File: src/rtl/tone_steer_pkg.sv
package tone_steer_pkg;

    // Width of the key code produced for a row/column tone pair.
    localparam int unsigned KEY_W = 4;

    // Steering state: no digit, digit held with tone present, digit held
    // across a low gap that has not yet lasted the absent guard time.
    typedef enum logic [1:0] {
        ST_IDLE   = 2'd0,
        ST_HELD   = 2'd1,
        ST_BRIDGE = 2'd2
    } steer_state_e;

endpackage

File: src/rtl/tone_key_encoder.sv
module tone_key_encoder
    import tone_steer_pkg::*;
(
    input  logic [1:0]       row,
    input  logic [1:0]       col,
    output logic [KEY_W-1:0] key_code
);

    // Numeric keys occupy rows 0..2, columns 0..2 and count up from 1.
    // Column 3 holds the letters; row 3 holds *, 0, # and D.
    always_comb begin
        key_code = '0;
        if (col == 2'd3) begin
            case (row)
                2'd0:    key_code = KEY_W'(13);
                2'd1:    key_code = KEY_W'(14);
                2'd2:    key_code = KEY_W'(15);
                default: key_code = KEY_W'(0);
            endcase
        end else if (row == 2'd3) begin
            case (col)
                2'd0:    key_code = KEY_W'(11);
                2'd1:    key_code = KEY_W'(10);
                default: key_code = KEY_W'(12);
            endcase
        end else begin
            key_code = KEY_W'({2'b00, row} * 3 + {2'b00, col} + 4'd1);
        end
    end

endmodule

File: src/rtl/tone_steer_fsm.sv
module tone_steer_fsm
    import tone_steer_pkg::*;
#(
    parameter int unsigned CNT_W         = 16,
    parameter int unsigned SETTLE_CYCLES = 2
) (
    input  logic             clk,
    input  logic             rst,
    input  logic             early_det,
    input  logic [KEY_W-1:0] key_code,
    input  logic [CNT_W-1:0] present_guard,
    input  logic [CNT_W-1:0] absent_guard,
    output logic [KEY_W-1:0] code_q_o,
    output logic             guard_o,
    output logic             flag_o,
    output logic             pulse_o
);

    // SETTLE_CYCLES must be at least 1.
    localparam int unsigned SET_W = $clog2(SETTLE_CYCLES + 1);

    typedef struct packed {
        steer_state_e     state;
        logic [CNT_W-1:0] cnt;
        logic [SET_W-1:0] settle;
        logic [KEY_W-1:0] code;
        logic             guard;
        logic             flag;
        logic             pulse;
    } steer_regs_t;

    steer_regs_t cur_q, nxt_d;

    logic [CNT_W-1:0] eff_present_d;
    logic [CNT_W-1:0] eff_absent_d;
    logic [CNT_W:0]   cnt_inc_d;
    logic [SET_W:0]   settle_inc_d;

    always_comb begin
        eff_present_d = (present_guard == '0) ? CNT_W'(1) : present_guard;
        eff_absent_d  = (absent_guard  == '0) ? CNT_W'(1) : absent_guard;
        cnt_inc_d     = {1'b0, cur_q.cnt} + 1'b1;
        settle_inc_d  = {1'b0, cur_q.settle} + 1'b1;

        nxt_d       = cur_q;
        nxt_d.pulse = 1'b0;

        case (cur_q.state)
            ST_HELD, ST_BRIDGE: begin
                // Settle delay toward the steering flag.
                if (!cur_q.flag) begin
                    if (settle_inc_d >= (SET_W+1)'(SETTLE_CYCLES)) begin
                        nxt_d.flag  = 1'b1;
                        nxt_d.pulse = 1'b1;
                    end else begin
                        nxt_d.settle = settle_inc_d[SET_W-1:0];
                    end
                end
                if (early_det) begin
                    nxt_d.state = ST_HELD;
                    nxt_d.guard = 1'b1;
                    nxt_d.cnt   = '0;
                end else begin
                    nxt_d.guard = 1'b0;
                    if (cnt_inc_d >= {1'b0, eff_absent_d}) begin
                        // Pause long enough: the digit ends; release wins
                        // over a flag rise in the same cycle.
                        nxt_d.state  = ST_IDLE;
                        nxt_d.cnt    = '0;
                        nxt_d.settle = '0;
                        nxt_d.flag   = 1'b0;
                        nxt_d.pulse  = 1'b0;
                    end else begin
                        nxt_d.state = ST_BRIDGE;
                        nxt_d.cnt   = cnt_inc_d[CNT_W-1:0];
                    end
                end
            end
            default: begin
                nxt_d.guard = 1'b0;
                nxt_d.flag  = 1'b0;
                if (early_det) begin
                    if (cnt_inc_d >= {1'b0, eff_present_d}) begin
                        nxt_d.state  = ST_HELD;
                        nxt_d.code   = key_code;
                        nxt_d.guard  = 1'b1;
                        nxt_d.cnt    = '0;
                        nxt_d.settle = '0;
                    end else begin
                        nxt_d.cnt = cnt_inc_d[CNT_W-1:0];
                    end
                end else begin
                    nxt_d.cnt = '0;
                end
            end
        endcase
    end

    always_ff @(posedge clk) begin
        if (rst) begin
            cur_q <= '{state: ST_IDLE, cnt: '0, settle: '0, code: '0,
                       guard: 1'b0, flag: 1'b0, pulse: 1'b0};
        end else begin
            cur_q <= nxt_d;
        end
    end

    assign code_q_o = cur_q.code;
    assign guard_o  = cur_q.guard;
    assign flag_o   = cur_q.flag;
    assign pulse_o  = cur_q.pulse;

endmodule

File: src/rtl/tone_bus_gate.sv
module tone_bus_gate
    import tone_steer_pkg::*;
(
    input  logic             out_en,
    input  logic [KEY_W-1:0] code_in,
    output logic [KEY_W-1:0] code_out,
    output logic             code_oe
);

    for (genvar b = 0; b < KEY_W; b++) begin : g_bit
        assign code_out[b] = code_in[b] & out_en;
    end

    assign code_oe = out_en;

endmodule

File: src/rtl/tone_steer.sv
module tone_steer
    import tone_steer_pkg::*;
#(
    parameter int unsigned CNT_W         = 16,
    parameter int unsigned SETTLE_CYCLES = 2
) (
    input  logic             clk,
    input  logic             rst,
    input  logic             early_det,
    input  logic [1:0]       row,
    input  logic [1:0]       col,
    input  logic [CNT_W-1:0] present_guard,
    input  logic [CNT_W-1:0] absent_guard,
    input  logic             out_en,
    output logic [KEY_W-1:0] code_out,
    output logic             code_oe,
    output logic             guard_out,
    output logic             dly_steer,
    output logic             new_digit
);

    logic [KEY_W-1:0] key_code;
    logic [KEY_W-1:0] code_held;

    tone_key_encoder u_enc (
        .row      (row),
        .col      (col),
        .key_code (key_code)
    );

    tone_steer_fsm #(
        .CNT_W         (CNT_W),
        .SETTLE_CYCLES (SETTLE_CYCLES)
    ) u_fsm (
        .clk           (clk),
        .rst           (rst),
        .early_det     (early_det),
        .key_code      (key_code),
        .present_guard (present_guard),
        .absent_guard  (absent_guard),
        .code_q_o      (code_held),
        .guard_o       (guard_out),
        .flag_o        (dly_steer),
        .pulse_o       (new_digit)
    );

    tone_bus_gate u_bus (
        .out_en   (out_en),
        .code_in  (code_held),
        .code_out (code_out),
        .code_oe  (code_oe)
    );

endmodule

File: config.mk
export PLATFORM = sky130hd
export DESIGN_NAME = tone_steer
export DESIGN_NICKNAME = d
export VERILOG_FILES = /design/src/rtl/tone_steer_pkg.sv /design/src/rtl/tone_key_encoder.sv /design/src/rtl/tone_steer_fsm.sv /design/src/rtl/tone_bus_gate.sv /design/src/rtl/tone_steer.sv
export SDC_FILE = /design/constraint.sdc
export NUM_CORES = 1
export LEC_CHECK = 0
export BUFFER_PORTS_ARGS = -buffer_cell sky130_fd_sc_hd__clkbuf_2
export CORE_MARGIN = 2
export CORE_UTILIZATION = 40
export DETAILED_ROUTE_END_ITERATION = 8
export PLACE_DENSITY = 0.71
export SYNTH_ARGS = -nofsm -noshare
export SYNTH_HDL_FRONTEND = slang
export SYNTH_SLANG_ARGS = --single-unit
File: constraint.sdc
create_clock -name clk -period 3.34 [get_ports clk]
set_input_delay 0.167 -clock clk [delete_from_list [all_inputs] [get_ports clk]]
set_output_delay 0.167 -clock clk [all_outputs]
set_load 0.03 [all_outputs]
==> results_dict.tcl, run 1 <==
set metrics [dict create \
    power.density_nw_per_um2 216 \
    fp.dieW_um 83.1 \
    yosysWarningCount 0 \
    fin_crit_sh_pct 92.3 \
    yosys-top-cells-count "42 x ha_1, 41 x inv_1, 27 x dfxtp_1, 26 x nand2_1, 14 x a21oi_1" \
    dpl.hpwl_um 4800 \
    worstHoldPathType "in2reg" \
    drtAntennaViolNets 0 \
    synth_area_sq_um 2500 \
    area_delta_synth_final_pct 17.8 \
    port_buffers 47 \
    fin_crit_ns 3.08 \
    cts.path.max_buffers 2 \
    yosys.area_share.simple_pct 17.8 \
    critical_path_class "reg2reg" \
    ioPinCount 48 \
    drive_gt1_share_pct 25.8 \
    reg2reg_from "u_fsm.cur_q[9]" \
    clock_sink_count 27 \
    netlist_instances 299 \
    total_leakage_power_nw 1.43 \
    clkSlewWorstSetupHoldPaths_ns 0.09 \
    core_sq_um 5990 \
    drtIter0Drc 87 \
    layout.cells.non_filler 431 \
    ys_top_cells_by_area "dfxtp_1 22%, ha_1 21%, inv_1 6.2%, nand2_1 3.9%, a21oi_2 3.5%" \
    htree_levels 1 \
    path_cells "ha_1 -> nand2_1 -> nor2_2 -> buf_4 -> nand2_1 -> xnor2_1 -> ha_1 -> a21o_1 -> a21o_2 -> a41o_4 -> a211oi_4 -> o211ai_4 -> buf_12 -> a21oi_1" \
    yosysTopAreaCell "dfxtp_1" \
    slowest_delay_ns 0.38 \
    synth_xor_area_share_pct 5.95 \
    grt_use_total_pct 16.2 \
    hold_viol 0 \
    synthDistinctLibCells 52 \
    synth_compound_area_share_pct 23.0 \
    cts_buffers 3 \
    skew_ns 0.00277 \
    synth_top_family_by_area "compound AO/OA/AOI/OAI gates" \
    synth_edf_count 0 \
    synth_fp_nets 383 \
    die_area_sq_um 6900 \
    routedWlPerCell_um 12.9 \
    die_h_um 83.1 \
    drtPass1Iterations 4 \
    seq_area_frac_synth_pct 21.6 \
    fin_setup_tns_ns 0 \
    drt-total-wl_um 5550 \
    fillCellCount 606 \
    vias_per_cell 5.32 \
    cp.required_ns 3.55 \
    synth_ff_type "dfxtp_1" \
    drc 0 \
    synth-seq-cells 27 \
    synth.area.mux_share_pct 0.800 \
    maxSlewHeadroom_pct 61.5 \
    grt_overflow_total 0 \
    cap_violations 0 \
    end_kind "flip-flop" \
    cp-start-kind "flip-flop" \
    gp_congestion 0.819 \
    finalSetupViolCount 0 \
    drv_slew 0 \
    ir_drop_uv 125 \
    path_max_fanout 9 \
    worstPathArrival_ns 3.29 \
    async_flop_share_pct 0 \
    post_cts_buffers 0 \
    grt_pass1_vias 2189 \
    avgSynthCellArea_sq_um 8.37 \
    timing.rr.end "u_fsm.cur_q[23]" \
    holdPathEnd "u_fsm.cur_q[25]" \
    p_total_mw 0.637 \
    critPathSlowestCell "dfxtp_2" \
    insertion_delay_ns 0.27 \
    worstMarginPinSlew_ns 0.571 \
    reg2reg_slack_ns 0.26 \
    diodes 0 \
    grt_max_degree 21 \
    fmax_mhz 324 \
    synth_top_area_share_pct 21.6 \
    status "finished, final reports clean" \
    holdPathStages 2 \
    fin_nets 441 \
    holdCritStartpoint "rst" \
    rr_worst_depth 14 \
    synthAdderAreaFrac_pct 22.6 \
    grt_setup_unrepaired "false" \
    rows 28 \
    yosysMostFrequentCell "ha_1" \
    cts_tree "done" \
    grt_pass1_wl_um 9470 \
    root_buffer "clkbuf_8" \
    start_util_pct 41.8 \
    dp_cells 427 \
    vias 2294 \
    grt_antenna_before_repair 0 \
]
==> flip-flops by register name (all words and copies together) (netlist names) <==
| signal | count |
|---|---|
| u_fsm.flag_o | 1 |
| u_fsm.pulse_o | 1 |
| u_fsm.guard_o | 1 |
| u_fsm.code_q_o | 4 |
| u_fsm.cur_q | 20 |
==> worst max path at each step <==
stage	to	from	slack (ns)
2_1_floorplan	u_fsm.cur_q[13]	u_fsm.cur_q[9]	0.17
3_3_place_gp	u_fsm.cur_q[22]	u_fsm.cur_q[9]	0.24
3_5_place_dp	u_fsm.cur_q[22]	u_fsm.cur_q[9]	0.15
4_1_cts	u_fsm.cur_q[22]	u_fsm.cur_q[9]	0.11
5_1_grt	u_fsm.cur_q[22]	u_fsm.cur_q[9]	0.02
6_report	u_fsm.cur_q[23]	u_fsm.cur_q[9]	0.26
==> routing by layer <==
metal	wire [um]	global-route usage (%)
met5	0	0
met4	82	4.77
met3	281	1.69
met2	2550	27.7
met1	2640	21.4
==> cells by family (layout without fill, tap and decap cells) <==
| logic type | Yosys count | after routing |
|---|---|---|
| fa+ha+maj | 44 | 44 |
| mux | 2 | 2 |
| xor+xnor | 17 | 17 |
| flops | 27 | 27 |
| simple gates | 85 | 85 |
| buf+inv | 49 | 106 |
| compound gates | 75 | 75 |
==> report_power, final <==
part | switching [mW] | internal (mW)
registers | 0.00138 | 0.323
clock network | 0.0980 | 0.0836
logic | 0.0726 | 0.0585
==> layout make-up <==
type                       instances  area (sq um)  area share, %
multi-input combinational        223          1760           59.6
sequential                        27           542           18.4
timing repair buffer              61           353           12.0
inverter                          41           154           5.23
tap                               75          93.8           3.19
clock buffer                       3          41.3           1.40
clock inverter                     1          5.00          0.170
==> per-stage QoR <==
stage	utilization [%]	hold slack, ns	cell area, sq um	setup slack (ns)
after CTS	49.1	0.185	2940	0.109
final	49.2	0.180	2950	0.257
after global placement	48.3	0.446	2900	0.242
after global routing	49.2	0.195	2950	0.0160
after detailed placement	48.3	0.451	2900	0.150
after floorplan	-	0.328	2500	0.172
==> cells in the final DEF (no fill, tap or decap), drive strengths merged, types with 3 or more instances in the layout <==
master,count
clkbuf,50
ha,42
inv,41
dfxtp,27
nand2,26
a21oi,24
o21ai,14
buf,14
nor2,12
a211oi,11
xnor2,10
nand3,9
nor4,8
nand4,7
xor2,7
nor3,7
o211ai,7
and2,4
and4,4
nand2b,3
a31oi,3
a41o,3
==> repair_timing <==
action                                  in CTS  in global routing
hold buffers                                 0                  0
endpoints found under the setup margin       0                 19
resized for setup                            0                  2
==> worst max-delay path: cells and delay by family, from the launching register on <==
kind | cells | cell delay [ns]
xor gates and xnor gates | 1 | 0.22
AOI/OAI and AO/OA | 6 | 1.26
and+or+nand+nor | 3 | 0.31
DFF | 1 | 0.38
adders and majority gates | 2 | 0.49
buffers and inverters | 2 | 0.36
Power figures use the tool's default switching activity.
==> run 2, diff against run 1 <==
CELL_PAD_IN_SITES_DETAIL_PLACEMENT = 1   (was default)
CELL_PAD_IN_SITES_GLOBAL_PLACEMENT = 1   (was default)
PLACE_DENSITY = 0.86   (was 0.71)
clock period = 3.45 ns   (was 3.34 ns; I/O delays follow)
==> run 2 against run 1 <==
Hold slack improved by 0.038 ns. Sequential cell count did not move. Combinational power barely moved. Non-clock buffer count rose by 3. Wire length rose by 20%. Clock power fell by 4%. Final cell count rose by 0.70%. Largest power group unchanged. Sequential share of layout area fell by 0.11 points. First-iteration DRC count fell by 26%. Power fell by 2.9%. Register-to-register slack got worse by 0.07 ns. Count of clock-buffer cells in the layout rose by 1.
==> results_dict.tcl, run 2 (synthesized netlist as in run 1, its figures left out) <==
set metrics [dict create \
    vias_per_cell 5.47 \
    final_common_cell "clkbuf_2" \
    total_leakage_power_nw 1.43 \
    critPathSlowestCell "or3_4" \
    port_buffers 47 \
    die_area_sq_um 6900 \
    die_h_um 83.1 \
    core_sq_um 5990 \
    diodes 0 \
    multiInputGateArea_sq_um 1760 \
    cts.path.max_buffers 2 \
    drc 0 \
    drt-total-wl_um 6680 \
    grt_antenna_before_repair 0 \
    worstPathArrival_ns 3.46 \
    end_kind "flip-flop" \
    routedWlPerCell_um 15.4 \
    fin_setup_tns_ns 0 \
    power.density_nw_per_um2 209 \
    start_util_pct 41.8 \
    post_cts_buffers 0 \
    critical_path_class "reg2reg" \
    fin_nets 444 \
    drtAntennaViolNets 0 \
    path_max_fanout 9 \
    grt_pass1_wl_um 11200 \
    rows 28 \
    largest_reg_flops 20 \
    dpl.hpwl_um 5740 \
    area_delta_synth_final_pct 18.2 \
    cap_violations 0 \
    worstMarginPinSlew_ns 0.627 \
    clock_sink_count 27 \
    clkSlewWorstSetupHoldPaths_ns 0.09 \
    htree_levels 1 \
    path_cells "ha_1 -> nand2_1 -> nor2_1 -> and4_2 -> xor2_1 -> ha_1 -> a211oi_2 -> nor2_1 -> or3_4 -> a211oi_4 -> o211ai_4 -> buf_4 -> a21oi_1" \
    skew_ns 0.00187 \
    final_core_util_pct 49.4 \
    drv_slew 0 \
    final_cell_mix "47 x clkbuf_2, 42 x ha_1, 41 x inv_1" \
    fin_crit_ns 3.26 \
    ir_drop_uv 174 \
    grt_setup_unrepaired "false" \
    slowest_delay_ns 0.39 \
    drtPass1Iterations 4 \
    cts_resized 0 \
    fmax_mhz 306 \
    ioPinCount 48 \
    fp.dieW_um 83.1 \
    drtIter0Drc 64 \
    fin_crit_sh_pct 94.6 \
    root_buffer "clkbuf_8" \
    grt_max_degree 21 \
    fillCellCount 762 \
    seq_area_sq_um 541 \
    drive_gt1_share_pct 25.9 \
    gp_congestion 0.847 \
    top_register "u_fsm.cur_q" \
    grt_overflow_total 0 \
    dp_cells 430 \
    cts_hold_repair.buffers 0 \
    hold_viol 0 \
    layout.cells.non_filler 434 \
    finalSetupViolCount 0 \
    cp-start-kind "flip-flop" \
    cp.required_ns 3.65 \
    postLayoutCellArea_sq_um 2960 \
    insertion_delay_ns 0.26 \
    maxSlewHeadroom_pct 58.1 \
    grt_use_total_pct 19.4 \
    cts_buffers 3 \
    worstHoldPathType "in2reg" \
    placedInstanceArea_sq_um 2910 \
    grt_pass1_vias 2413 \
    cts_tree "done" \
    status "finished, final reports clean" \
    vias 2375 \
]
run 2: cell count changes in the layout (fill, tap and decap cells not counted), sizes merged:
cell | previous run | this run
buf | 14 | 17
clkbuf | 50 | 51
clkinv | 1 | 0
run 2: final timing paths:
kind | startpoint | end | slack (ns) | cells past startpoint
worst max register to register | u_fsm.cur_q[10] | u_fsm.cur_q[23] | 0.19 | 13
worst min-delay path | rst | u_fsm.cur_q[26] | 0.22 | 2
worst min register to register | u_fsm.code_q_o[2] | u_fsm.code_q_o[2] | 0.47 | 2
worst max-delay path | u_fsm.cur_q[10] | u_fsm.cur_q[23] | 0.19 | 13
run 2: cell type report:
class	count	share of cell area (%)
inverter	41	5.21
timing repair buffer	64	12.3
sequential	27	18.3
multi-input combinational	223	59.5
tap	75	3.17
clock buffer	4	1.52
run 2: critical path: cells and delay by family, from the launching register on:
family	cells	cell delay [ns]
xor+xnor	1	0.23
compound gates	4	0.83
flops	1	0.34
fa+ha+maj	2	0.50
simple gates	5	1.04
buf+inv	1	0.24
run 2: stage by stage:
step / hold slack (ns) / power (mW) / setup WS [ns]
after floorplan: 0.334 / 0.397 / 0.282
after global routing: 0.204 / 0.658 / 0.00928
after detailed placement: 0.446 / 0.452 / 0.182
after CTS: 0.211 / 0.624 / 0.135
final: 0.218 / 0.618 / 0.187
after global placement: 0.448 / 0.446 / 0.432
run 2: where the power goes:
part,switching (mW),leakage [nW],internal [mW]
sequential,0.000648,0.218,0.312
combinational,0.0752,1.19,0.0560
clock,0.0916,0.0228,0.0825
total,0.167,1.43,0.451
run 2: layer usage:
| layer | track usage, % | wire, um | vias up |
|---|---|---|---|
| li1 | - | - | 1193 |
| met3 | 1.29 | 198 | 6 |
| met4 | 4.62 | 57 | 0 |
| met2 | 35.0 | 3350 | 45 |
| met5 | 0 | 0 | - |
| met1 | 25.2 | 3070 | 1131 |
==> run 3, diff against run 2 <==
CORE_UTILIZATION = 42   (was 40)
CTS_CLUSTER_SIZE = 20   (was default)
PLACE_DENSITY = 0.89   (was 0.86)
==> run 3 against run 2 <==
Clock skew about the same. Sequential share of layout area increased by 0.086 points. Wire length increased by 2.0%. Sequential power about the same. Maximum frequency increased by 1.8%. Critical path depth unchanged. First-iteration DRC count increased by 14%. Power increased by 0.62%. Critical endpoint is now u_fsm.cur_q[16]. Highest routed layer unchanged.
==> results_dict.tcl, run 3 (synthesized netlist as in run 1, its figures left out) <==
set metrics [dict create \
    htree_levels 1 \
    path_cells "ha_1 -> nand2_1 -> nor2_1 -> and4_2 -> xor2_1 -> ha_1 -> a211oi_2 -> nor2_1 -> or3_4 -> a211oi_4 -> o211ai_4 -> buf_4 -> a21oi_2" \
    dpl_worst_slack_ns 0.262 \
    drive_gt1_share_pct 25.4 \
    critPathSlowestCell "or3_4" \
    worstMarginPinSlew_ns 0.605 \
    maxSlewHeadroom_pct 59.6 \
    slowest_delay_ns 0.39 \
    cts_tree "done" \
    worstPathArrival_ns 3.41 \
    cts_hold_repair.buffers 0 \
    root_buffer "clkbuf_8" \
    insertion_delay_ns 0.27 \
    total_leakage_power_nw 1.43 \
    drtPass1Iterations 4 \
    worstHoldPathType "in2reg" \
    grt_pass1_vias 2478 \
    cts.path.max_buffers 2 \
    skew_ns 0.00187 \
    fin_setup_tns_ns 0 \
    drt-total-wl_um 6810 \
    cap_violations 0 \
    drv_slew 0 \
    fillCellCount 749 \
    dp_cells 429 \
    fin_crit_ns 3.21 \
    intPower_mw 0.452 \
    path_max_fanout 9 \
    status "finished, final reports clean" \
    grt_setup_unrepaired "false" \
    cp-start-kind "flip-flop" \
    fmax_mhz 312 \
    core_sq_um 5850 \
    swShare_pct 27.4 \
    dpl.hpwl_um 5900 \
    hold_viol 0 \
    placedInstanceArea_sq_um 2900 \
    start_util_pct 42.8 \
    cts_resized 0 \
    drtIter0Drc 73 \
    p_clk_share_pct 28.3 \
    vias_per_cell 5.52 \
    die_area_sq_um 6590 \
    fp.dieW_um 81.2 \
    end_kind "flip-flop" \
    diodes 0 \
    vias 2389 \
    final_common_cell "clkbuf_2" \
    fin_nets 443 \
    grt_use_total_pct 21.6 \
    drtAntennaViolNets 0 \
    port_buffers 47 \
    top_register "u_fsm.cur_q" \
    layout.cells.non_filler 433 \
    power.switching_mw 0.170 \
    pwr-share-comb_pct 21.4 \
    largest_reg_flops 20 \
    grt_pass1_wl_um 11200 \
    area_delta_synth_final_pct 17.7 \
    ioPinCount 48 \
    postLayoutCellArea_sq_um 2940 \
    cts_buffers 3 \
    post_cts_buffers 0 \
    clock_sink_count 27 \
    final.setup.worst_slack_ns 0.244 \
    finalSetupViolCount 0 \
    power.density_nw_per_um2 211 \
    final_cell_mix "47 x clkbuf_2, 42 x ha_1, 41 x inv_1" \
    clkSlewWorstSetupHoldPaths_ns 0.09 \
    p_seq_share_pct 50.3 \
    critical_path_class "reg2reg" \
    ir_drop_uv 159 \
    rows 28 \
    grt_max_degree 21 \
    routedWlPerCell_um 15.7 \
    drc 0 \
    grt_antenna_before_repair 0 \
    fin_crit_sh_pct 92.9 \
    grt_overflow_total 0 \
    gp_congestion 0.858 \
    die_h_um 81.2 \
    cp.required_ns 3.65 \
]
run 3: cell count changes in the layout (fill, tap and decap cells not counted), sizes merged:
cell	before	now
buf	17	16
run 3: power by group through the flow:
stage / logic (mW) / registers (mW) / clock network (mW)
CTS: 0.134 / 0.313 / 0.178
floorplan: 0.0766 / 0.321 / 0
global placement: 0.124 / 0.320 / 0
detailed placement: 0.133 / 0.321 / 0
finish: 0.133 / 0.313 / 0.176
global route: 0.152 / 0.313 / 0.193
run 3: layer usage:
| layer | up-vias | track usage, % | share of wire (%) |
|---|---|---|---|
| met4 | 0 | 3.56 | 0.41 |
| met2 | 54 | 44.0 | 52 |
| met1 | 1142 | 24.4 | 44 |
| met5 | - | 0 | 0 |
| li1 | 1189 | - | - |
| met3 | 4 | 1.44 | 3.0 |
run 3: worst max-delay path: cells and delay by family (launching register included):
kind	cells	cell delay, ns
xor gates and xnor gates	1	0.20
AOI/OAI and AO/OA	4	0.86
adders and majority gates	2	0.49
buffers and inverters	1	0.24
DFF	1	0.35
and+or+nand+nor	5	1.01
run 3: area by class of cell:
type	instances	area [sq um]	share of cell area, %
multi-input cells	223	1750	59.6
flip-flops and latches	27	541	18.4
inverters	41	154	5.23
well taps	75	93.8	3.19
clock buffers	4	45.0	1.53
repair buffers	63	355	12.1
run 3: per-stage QoR:
stage               hold slack [ns]  utilization (%)  total power [mW]
finish                        0.207             50.3             0.622
global route                  0.209             50.3             0.658
CTS                           0.203             50.3             0.626
detailed placement            0.448             49.5             0.454
global placement              0.443             49.5             0.444
floorplan                     0.334                -             0.397
run 3: worst paths after layout:
check	endpoint	depth (start not counted)	slack, ns	start
min reg2reg	u_fsm.code_q_o[3]	2	0.46	u_fsm.code_q_o[3]
max	u_fsm.cur_q[16]	13	0.24	u_fsm.cur_q[10]
min	u_fsm.cur_q[9]	2	0.21	rst
max reg2reg	u_fsm.cur_q[16]	13	0.24	u_fsm.cur_q[10]
